<file path="config.mk">
export PLATFORM = sky130hd
export DESIGN_NAME = line_sup_top
export DESIGN_NICKNAME = d
export VERILOG_FILES = /design/src/rtl/sup_pkg.sv /design/src/rtl/sup_debounce.sv /design/src/rtl/sup_gk_filter.sv /design/src/rtl/sup_irq.sv /design/src/rtl/line_sup_top.sv
export SDC_FILE = /design/constraint.sdc
export NUM_CORES = 1
export LEC_CHECK = 0
export ABC_AREA = 1
export CORE_UTILIZATION = 45
export CTS_BUF_LIST = sky130_fd_sc_hd__clkbuf_4 sky130_fd_sc_hd__clkbuf_8
export CTS_CLUSTER_SIZE = 30
export DETAILED_ROUTE_END_ITERATION = 10
export HOLD_SLACK_MARGIN = 0.12
export MAX_ROUTING_LAYER = met4
export PLACE_DENSITY = 0.7
export SLEW_MARGIN = 30
export SYNTH_ARGS = -nofsm -noshare
export SYNTH_HDL_FRONTEND = slang
export SYNTH_HIERARCHICAL = 1
export SYNTH_SLANG_ARGS = --single-unit
</file>
<file path="constraint.sdc">
create_clock -name clk -period 3.93 [get_ports clk]
set_input_delay 0.786 -clock clk [delete_from_list [all_inputs] [get_ports clk]]
set_output_delay 0.786 -clock clk [all_outputs]
set_load 0.05 [all_outputs]
</file>
<file path="src/rtl/sup_pkg.sv">
`timescale 1ns/1ps
package sup_pkg;
    typedef enum logic { DB_IDLE, DB_COUNT } db_state_t;
    typedef enum logic { GK_LOW, GK_HIGH } gk_state_t;
    localparam int GK_TOP = 6;
endpackage

</file>
<file path="src/rtl/sup_debounce.sv">
`timescale 1ns/1ps
module sup_debounce
    import sup_pkg::*;
#(
    parameter int PW = 4
) (
    input  logic          clk,
    input  logic          rst_n,
    input  logic          tick_i,
    input  logic [PW-1:0] per_i,
    input  logic          raw_i,
    output logic          out_o
);
    db_state_t     state_q, state_d;
    logic [PW-1:0] cnt_q, cnt_d;
    logic          out_q, out_d;
    logic          run_q;
    logic          expire;

    assign expire = ({1'b0, cnt_q} + 1'b1) >= {1'b0, per_i};

    always_ff @(posedge clk) begin
        if (!rst_n) begin
            state_q <= DB_IDLE;
            cnt_q   <= '0;
            out_q   <= 1'b0;
            run_q   <= 1'b0;
        end else begin
            state_q <= state_d;
            cnt_q   <= cnt_d;
            out_q   <= out_d;
            run_q   <= 1'b1;
        end
    end

    always_comb begin
        state_d = state_q;
        cnt_d   = cnt_q;
        out_d   = out_q;
        unique case (state_q)
            DB_IDLE: begin
                if (raw_i != out_q) begin
                    if (per_i == '0) begin
                        out_d = raw_i;
                    end else begin
                        state_d = DB_COUNT;
                        cnt_d   = '0;
                    end
                end
            end
            DB_COUNT: begin
                if (raw_i == out_q) begin
                    state_d = DB_IDLE;
                end else if (per_i == '0) begin
                    out_d   = raw_i;
                    state_d = DB_IDLE;
                end else if (tick_i) begin
                    if (expire) begin
                        out_d   = raw_i;
                        state_d = DB_IDLE;
                    end else begin
                        cnt_d = cnt_q + 1'b1;
                    end
                end
            end
            default: state_d = DB_IDLE;
        endcase
    end

    assign out_o = out_q;

    AST_DB_TOWARD_INPUT: assert property (@(posedge clk) disable iff (!rst_n)
        (run_q && (out_q != $past(out_q))) |-> (out_q == $past(raw_i)));
    AST_DB_ZERO_PASS: assert property (@(posedge clk) disable iff (!rst_n)
        (run_q && $past(per_i) == '0) |-> (out_q == $past(raw_i)));
endmodule

</file>
<file path="src/rtl/sup_gk_filter.sv">
`timescale 1ns/1ps
module sup_gk_filter
    import sup_pkg::*;
#(
    parameter int IW = 4
) (
    input  logic          clk,
    input  logic          rst_n,
    input  logic          tick_i,
    input  logic [IW-1:0] ivl_i,
    input  logic          en_i,
    input  logic          act_i,
    input  logic          raw_i,
    output logic          out_o
);
    gk_state_t     state_q, state_d;
    logic [IW-1:0] div_q, div_d;
    logic [2:0]    cnt_q, cnt_d;
    logic          run_q;
    logic          samp;

    assign samp = tick_i && (div_q >= ivl_i);

    always_ff @(posedge clk) begin
        if (!rst_n) begin
            state_q <= GK_LOW;
            div_q   <= '0;
            cnt_q   <= '0;
            run_q   <= 1'b0;
        end else begin
            state_q <= state_d;
            div_q   <= div_d;
            cnt_q   <= cnt_d;
            run_q   <= 1'b1;
        end
    end

    always_comb begin
        state_d = state_q;
        div_d   = div_q;
        cnt_d   = cnt_q;
        if (act_i) begin
            if (!en_i) begin
                state_d = raw_i ? GK_HIGH : GK_LOW;
            end else if (tick_i) begin
                div_d = samp ? '0 : div_q + 1'b1;
                if (samp) begin
                    if (raw_i) cnt_d = (cnt_q == 3'(GK_TOP)) ? cnt_q : cnt_q + 1'b1;
                    else       cnt_d = (cnt_q == 3'd0) ? cnt_q : cnt_q - 1'b1;
                    unique case (state_q)
                        GK_LOW:  if (cnt_d == 3'(GK_TOP)) state_d = GK_HIGH;
                        GK_HIGH: if (cnt_d == 3'd0)       state_d = GK_LOW;
                        default: state_d = GK_LOW;
                    endcase
                end
            end
        end
    end

    assign out_o = (state_q == GK_HIGH);

    AST_GK_RANGE: assert property (@(posedge clk) disable iff (!rst_n)
        cnt_q <= 3'(GK_TOP));
    AST_GK_RISE_AT_TOP: assert property (@(posedge clk) disable iff (!rst_n)
        (run_q && $rose(out_o) && $past(en_i)) |-> (cnt_q == 3'(GK_TOP)));
    AST_GK_HOLD_INACTIVE: assert property (@(posedge clk) disable iff (!rst_n)
        (run_q && !$past(act_i)) |-> $stable(out_o));
endmodule

</file>
<file path="src/rtl/sup_irq.sv">
`timescale 1ns/1ps
module sup_irq #(
    parameter int SW = 8
) (
    input  logic          clk,
    input  logic          rst_n,
    input  logic [SW-1:0] status_i,
    input  logic [SW-1:0] mask_i,
    input  logic          rd_i,
    output logic          irq_n_o
);
    logic [SW-1:0] shadow_q;
    logic          run_q;

    always_ff @(posedge clk) begin
        if (!rst_n) begin
            shadow_q <= '0;
            run_q    <= 1'b0;
        end else begin
            if (rd_i) shadow_q <= status_i;
            run_q <= 1'b1;
        end
    end

    assign irq_n_o = ~|((status_i ^ shadow_q) & mask_i);

    AST_READ_RELEASES: assert property (@(posedge clk) disable iff (!rst_n)
        (run_q && $past(rd_i) && $stable(status_i)) |-> irq_n_o);
endmodule

</file>
<file path="src/rtl/line_sup_top.sv">
`timescale 1ns/1ps
module line_sup_top #(
    parameter int NCH      = 4,
    parameter int DW       = 4,
    parameter int GW       = 4,
    parameter int DBNC_RST = 8
) (
    input  logic             clk,
    input  logic             rst_n,
    input  logic             tick_ms,
    input  logic [NCH-1:0]   det_a,
    input  logic [NCH-1:0]   det_b,
    input  logic [NCH-1:0]   chan_act,
    input  logic [NCH-1:0]   gk_en,
    input  logic [GW-1:0]    gk_ivl,
    input  logic             dbnc_wr,
    input  logic [DW-1:0]    dbnc_val,
    input  logic [2*NCH-1:0] irq_mask,
    input  logic             stat_rd,
    output logic [2*NCH-1:0] status,
    output logic             irq_n
);
    localparam int SW = 2 * NCH;

    logic [DW-1:0]  dbnc_q;
    logic [NCH-1:0] a_filt, b_filt;

    always_ff @(posedge clk) begin
        if (!rst_n)       dbnc_q <= DW'(DBNC_RST);
        else if (dbnc_wr) dbnc_q <= dbnc_val;
    end

    for (genvar c = 0; c < NCH; c++) begin : g_ch
        sup_debounce #(.PW(DW)) u_deb (
            .clk(clk), .rst_n(rst_n), .tick_i(tick_ms),
            .per_i(dbnc_q), .raw_i(det_a[c]), .out_o(a_filt[c])
        );
        sup_gk_filter #(.IW(GW)) u_gk (
            .clk(clk), .rst_n(rst_n), .tick_i(tick_ms), .ivl_i(gk_ivl),
            .en_i(gk_en[c]), .act_i(chan_act[c]), .raw_i(det_b[c]),
            .out_o(b_filt[c])
        );
        assign status[2*c]   = a_filt[c];
        assign status[2*c+1] = b_filt[c];
    end

    sup_irq #(.SW(SW)) u_irq (
        .clk(clk), .rst_n(rst_n), .status_i(status),
        .mask_i(irq_mask), .rd_i(stat_rd), .irq_n_o(irq_n)
    );
endmodule

</file>
-- Yosys cells after proc, flatten, opt, wreduce, memory -nomap -nowiden
Index checks and enable logic that the tools add are counted.
- $add $sub $neg: 20
- multiply operators: 0
- divide/modulo/power cells: 0
- $lt $le $gt $ge: 8
- eq/ne operators: 60
- shifts and indexed selects: 0
- mux-type cells: 138
- bitwise gates (word level): 10
- reductions and logical operators: 35
- operator list (kind ; count):
    $mux 4 ; 25
    $mux 3 ; 28
    $mux 1 ; 69
    $ne 2x2->1 const B ; 27
    $add 4x1->4 const B ; 8
    $pmux 4 s2 ; 4
    $eq 3x3->1 const B ; 8
    $logic_not 3->1 ; 8
    $ne 3x3->1 const B ; 8
    $pmux 1 s2 ; 12
    $reduce_and 3->1 ; 8
    $reduce_and 6->1 ; 4
    $add 4x1->5 const B ; 4
    $ge 5x4->1 ; 4
    $reduce_and 5->1 ; 4
    $ne 2x1->1 const B ; 9
    $ge 4x4->1 ; 4
    $reduce_and 4->1 ; 4
    $add 3x1->3 const B ; 4
    $sub 3x1->3 const B ; 4
    $and 8x8->8 ; 1
    $not 1->1 ; 8
    $reduce_or 8->1 ; 1
    $xor 8x8->8 ; 1
    5 further kinds ; 14
- flip-flop bits (word level): 68
- bits in latches: 0
- bits in writable memories: 0
- ROM bits: 0
- output and inout bits: 9
- memories kept: 0

-- Logic depth before layout (Yosys ltp)
- depth after elaboration: 13
- depth in mapped cells: 14

-- Modules after synthesis
Netlist, hierarchy kept.
- by module, submodules not included (module ; times used ; cells an instance ; area each (µm²) ; seq. area each (µm²)):
    sup_gk_filter at g_ch[0].u_gk ... ; 3 ; 107 ; 685.7 ; 160.2
    sup_debounce ; 4 ; 66 ; 437.9 ; 120.1
    sup_gk_filter at g_ch[3].u_gk ; 1 ; 104 ; 671.9 ; 160.2
    sup_irq ; 1 ; 74 ; 426.7 ; 160.2
    line_sup_top ; 1 ; 24 ; 171.4 ; 80.1

-- Least setup slack after synthesis
OpenSTA, ideal clock, no wires.
- path kind: flip-flop to output port
- start: register g_ch[0].u_deb.out_q
- end: output port irq_n
- arrival time: 1692 ps
- data required time: 3144 ps
- setup slack: 1452 ps
- cell stages (with the launch flop): 7
- path buffers: 0
- cell sequence: dfxtp_1 -> nand2_1 -> nand2_1 -> nor2_1 -> nor2_1 -> nand2_1 -> nor2_1
- word-level cells in the longest chain between the ends: 4
- RTL lines (element ; line ; source):
    from (decl) ; sup_debounce.sv:16 ; logic out_q, out_d;
    from (signal assigned) ; sup_debounce.sv:31 ; out_q <= out_d;
    $xor 8x8->8 ; sup_irq.sv:25 ; assign irq_n_o = ~|((status_i ^ shadow_q) & mask_i);
    $and 8x8->8 ; sup_irq.sv:25 ;
    $reduce_or 8->1 ; sup_irq.sv:25 ;
    $logic_not 1->1 ; sup_irq.sv:25 ;
    to (decl) ; line_sup_top.sv:21 ; output logic irq_n
No other way between the ends.

-- Worst setup path after layout
- start: input port irq_mask[7]
- end: output port irq_n
- word-level cells in the longest chain between the ends: 3
- RTL lines (element ; line ; source):
    from (decl) ; line_sup_top.sv:18 ; input logic [2*NCH-1:0] irq_mask,
    $and 8x8->8 ; sup_irq.sv:25 ;
    $reduce_or 8->1 ; sup_irq.sv:25 ;
    $logic_not 1->1 ; sup_irq.sv:25 ;
No other way between the ends.

==> out/qor.yml <==
power:
  power.switching_mw: 0.6280
  ir_worst_vdd_uv: 170.9
  power.total_mw: 1.865
  internal-power_mw: 1.237
  switching_share: 0.3367
  p_comb_frac: 0.283
  power_frac_seq: 0.435
  power_frac_clock: 0.282
  leakage_nw: 3.082
  power_density_nw_per_um2: 317.8
synth:
  syn-num-nets: 884
  syn_inst: 787
  synth_flop_cell: "dfxtp_1"
  async_flop_share: 0
  synthTopCellsByArea: "dfxtp_1 27%, nand2_1 17%, ha_1 15%, inv_1 9.3%, nand3_1 8.8%"
  ys_warn_count: 6
  synth.distinct_cells: 23
  ys_ff_latch: 68
  synth_top_area_share: 0.2680
  yosysTopAreaCell: "dfxtp_1"
  synth-edff-count: 0
  yosysSeqAreaShare: 0.2680
  avgSynthCellArea_um2: 6.453
  synth_area_um2: 5079
timing:
  setup_viol: 0
  finalCriticalPeriod_ps: 3193
  fin_crit_sh: 0.8124
  finalClockSkew_ps: 9.374
  worst_slew_pin_slew_ps: 605.9
  relSlewSlack: 0.5961
  final_max_slew_viol_count: 0
  whs_ps: 514.3
  max_freq_mhz: 313.2
  grt_setup_unrepaired: "no"
  fin_setup_tns_ps: 0
  final-hold-violation-count: 0
flow_run:
  cap_violations: 0
die:
  core_um2: 10940
  die_h_um: 108.2
  start_util: 0.4644
  dieArea_um2: 11710
  ios: 46
  rows: 38
  die_w_um: 108.2
grt:
  grt_pass1_wl_um: 17580
  grt_start_max_net_pins: 59
  grt_use_total: 0.1923
  grt_pass1_vias: 4073
  overflow: 0
  antenna_found_initial: 0
worst_setup_path:
  crit_slowest_cell: "clkdlybuf4s50_1"
  cp_cell_sequence: "clkdlybuf4s50_1 > nand2_1 > nor2_1 > nor2_2 > nand2_1 > nor2_1 > clkdlybuf4s50_1"
  cp_top_family: "buffers and inverters"
  cp-start-kind: "input pin"
  cp-end-kind: "output pin"
  criticalPathCategory: "in -> out"
  cp.arrival_ps: 2410
  max_stage_delay_ps: 800
  critPathMaxFanout: 1
  worst_ep_required_time_ps: 3140
  critPathBufInv: 2
detailed_routing:
  drt-vias-per-instance: 4.761
  ant_nets: 0
  drtPass1Iterations: 4
  drt_iter0_drc: 218
  vias: 4694
  totalWireLength_um: 10240
  drc: 0
  wl_per_cell_um: 10.38
clock_network:
  cts_tree: "yes"
  clk_pin_slew_ps: 60
  post-cts-setup-buffers: 0
  htreeDepth: 3
  cts_root_buffer: "clkbuf_8"
  clockBufferDepth: 2
  cts.sinks: 68
  cts_hold_buf: 0
  cts_buffers: 9
  clock_latency_ps: 340
  cts_resized: 0
placed_design:
  port-buffer-count: 45
  dp.cells: 971
  routabilityCongestion: 0.8188
  dp_hpwl_um: 7711
  place_area_um2: 5693
outcome:
  status: "finished clean"
worst_hold_path:
  min_path_type: "reg -> reg"
finish:
  final_area_um2: 5869
  num-nets-final: 939
  fin_cells: 986
  drive_above_1_share: 0.06738
  antenna-diode-count: 0
  area_delta_synth_final_pct: 15.57
cell type report:
cell class / instances / area [µm²]
multi-input cells: 580 / 3187
fillers: 1136 / 5066
repair buffers: 46 / 455.4
inverters: 137 / 514.2
flip-flops and latches: 68 / 1361
clock buffers: 13 / 166.4
clock inverters: 2 / 10.01
well taps: 140 / 175.2
final timing paths:
kind | end | cells past startpoint | slack, ps | startpoint
worst max-delay path | irq_n | 7 | 740 | irq_mask[7]
worst min-delay path | g_ch[1].u_gk/div_q[0]$_SDFFE_PN0P_ | 2 | 510 | g_ch[1].u_gk/div_q[0]$_SDFFE_PN0P_
worst max register to register | g_ch[1].u_deb/cnt_q[1]$_SDFFE_PN0P_ | 13 | 1970 | g_ch[1].u_deb/cnt_q[0]$_SDFFE_PN0P_
worst min register to register | g_ch[1].u_gk/div_q[0]$_SDFFE_PN0P_ | 2 | 510 | g_ch[1].u_gk/div_q[0]$_SDFFE_PN0P_
placed cells by master, fill, tap and decap left out:
cell,n
a211oi_1,2
a21boi_2,3
a21oi_1,49
a21oi_4,4
a31oi_1,3
buf_4,2
clkbuf_4,2
clkbuf_8,11
clkdlybuf4s50_1,44
clkinv_2,2
dfxtp_1,68
ha_1,60
inv_1,126
inv_2,11
nand2_1,232
nand2_2,11
nand3_1,89
nand4_1,8
nor2_1,64
nor2_2,3
nor2_4,3
o21ai_0,21
or2_1,3
or2_2,5
xnor2_1,4
xor2_1,16
through the flow:
step / util / setup slack (ps)
2_1_floorplan: - / 1452
3_3_place_gp: 0.5204 / 718.3
3_5_place_dp: 0.5206 / 719.0
4_1_cts: 0.5367 / 718.7
5_1_grt: 0.5367 / 668.2
6_report: 0.5367 / 737.4
Yosys cell counts (8+ instances only):
cell type / number
inv_2: 11
ha_1: 60
nand4_1: 8
a21oi_1: 49
nor2_1: 64
nand3_1: 89
nand2_1: 232
dfxtp_1: 68
nand2_2: 11
o21ai_0: 21
xor2_1: 16
inv_1: 126
worst register-to-register path, stage by stage (launching register included):
cell and delay (ps):
dfxtp_1 410, ha_1 210, xor2_1 220, ha_1 280, nand2_1 70, inv_1 30, nand2_1 50, nand2_1 40
nand2_1 50, nand2_1 70, nand2_1 200, nand3_1 110, nand2_1 70, nor2_1 50
flip-flops by register name (all words and copies together), names as in the netlist:
signal and flops:
g_ch.u_deb/state_q 4, g_ch.u_deb/out_o 4, g_ch.u_deb/cnt_q 16, g_ch.u_gk/cnt_q 12
u_irq/shadow_q 8, g_ch.u_gk/div_q 16, g_ch.u_gk/out_o 4, dbnc_q 4
layer usage:
layer	wire length (µm)	GRT usage	up-vias
met3	247	0.02592	15
met1	5347	0.2458	2033
li1	-	-	2588
met5	0	-	-
met4	188	0.07436	0
met2	4453	0.3066	58
power by group through the flow:
stage | sequential, mW | clock [mW] | combinational (mW)
3_5_place_dp | 0.827 | 0 | 0.529
6_report | 0.812 | 0.526 | 0.527
4_1_cts | 0.812 | 0.547 | 0.532
5_1_grt | 0.821 | 0.570 | 0.614
2_1_floorplan | 0.834 | 0 | 0.369
3_3_place_gp | 0.827 | 0 | 0.523
cell families (layout without fill, tap and decap cells):
| family | after synthesis | after routing | synth area share |
|---|---|---|---|
| simple gates | 418 | 418 | 0.3501 |
| buf+inv | 139 | 198 | 0.1045 |
| compound gates | 82 | 82 | 0.09510 |
| flops | 68 | 68 | 0.2680 |
| fa+ha+maj | 60 | 60 | 0.1478 |
| xor+xnor | 20 | 20 | 0.03449 |
Power figures use the tool's default switching activity.
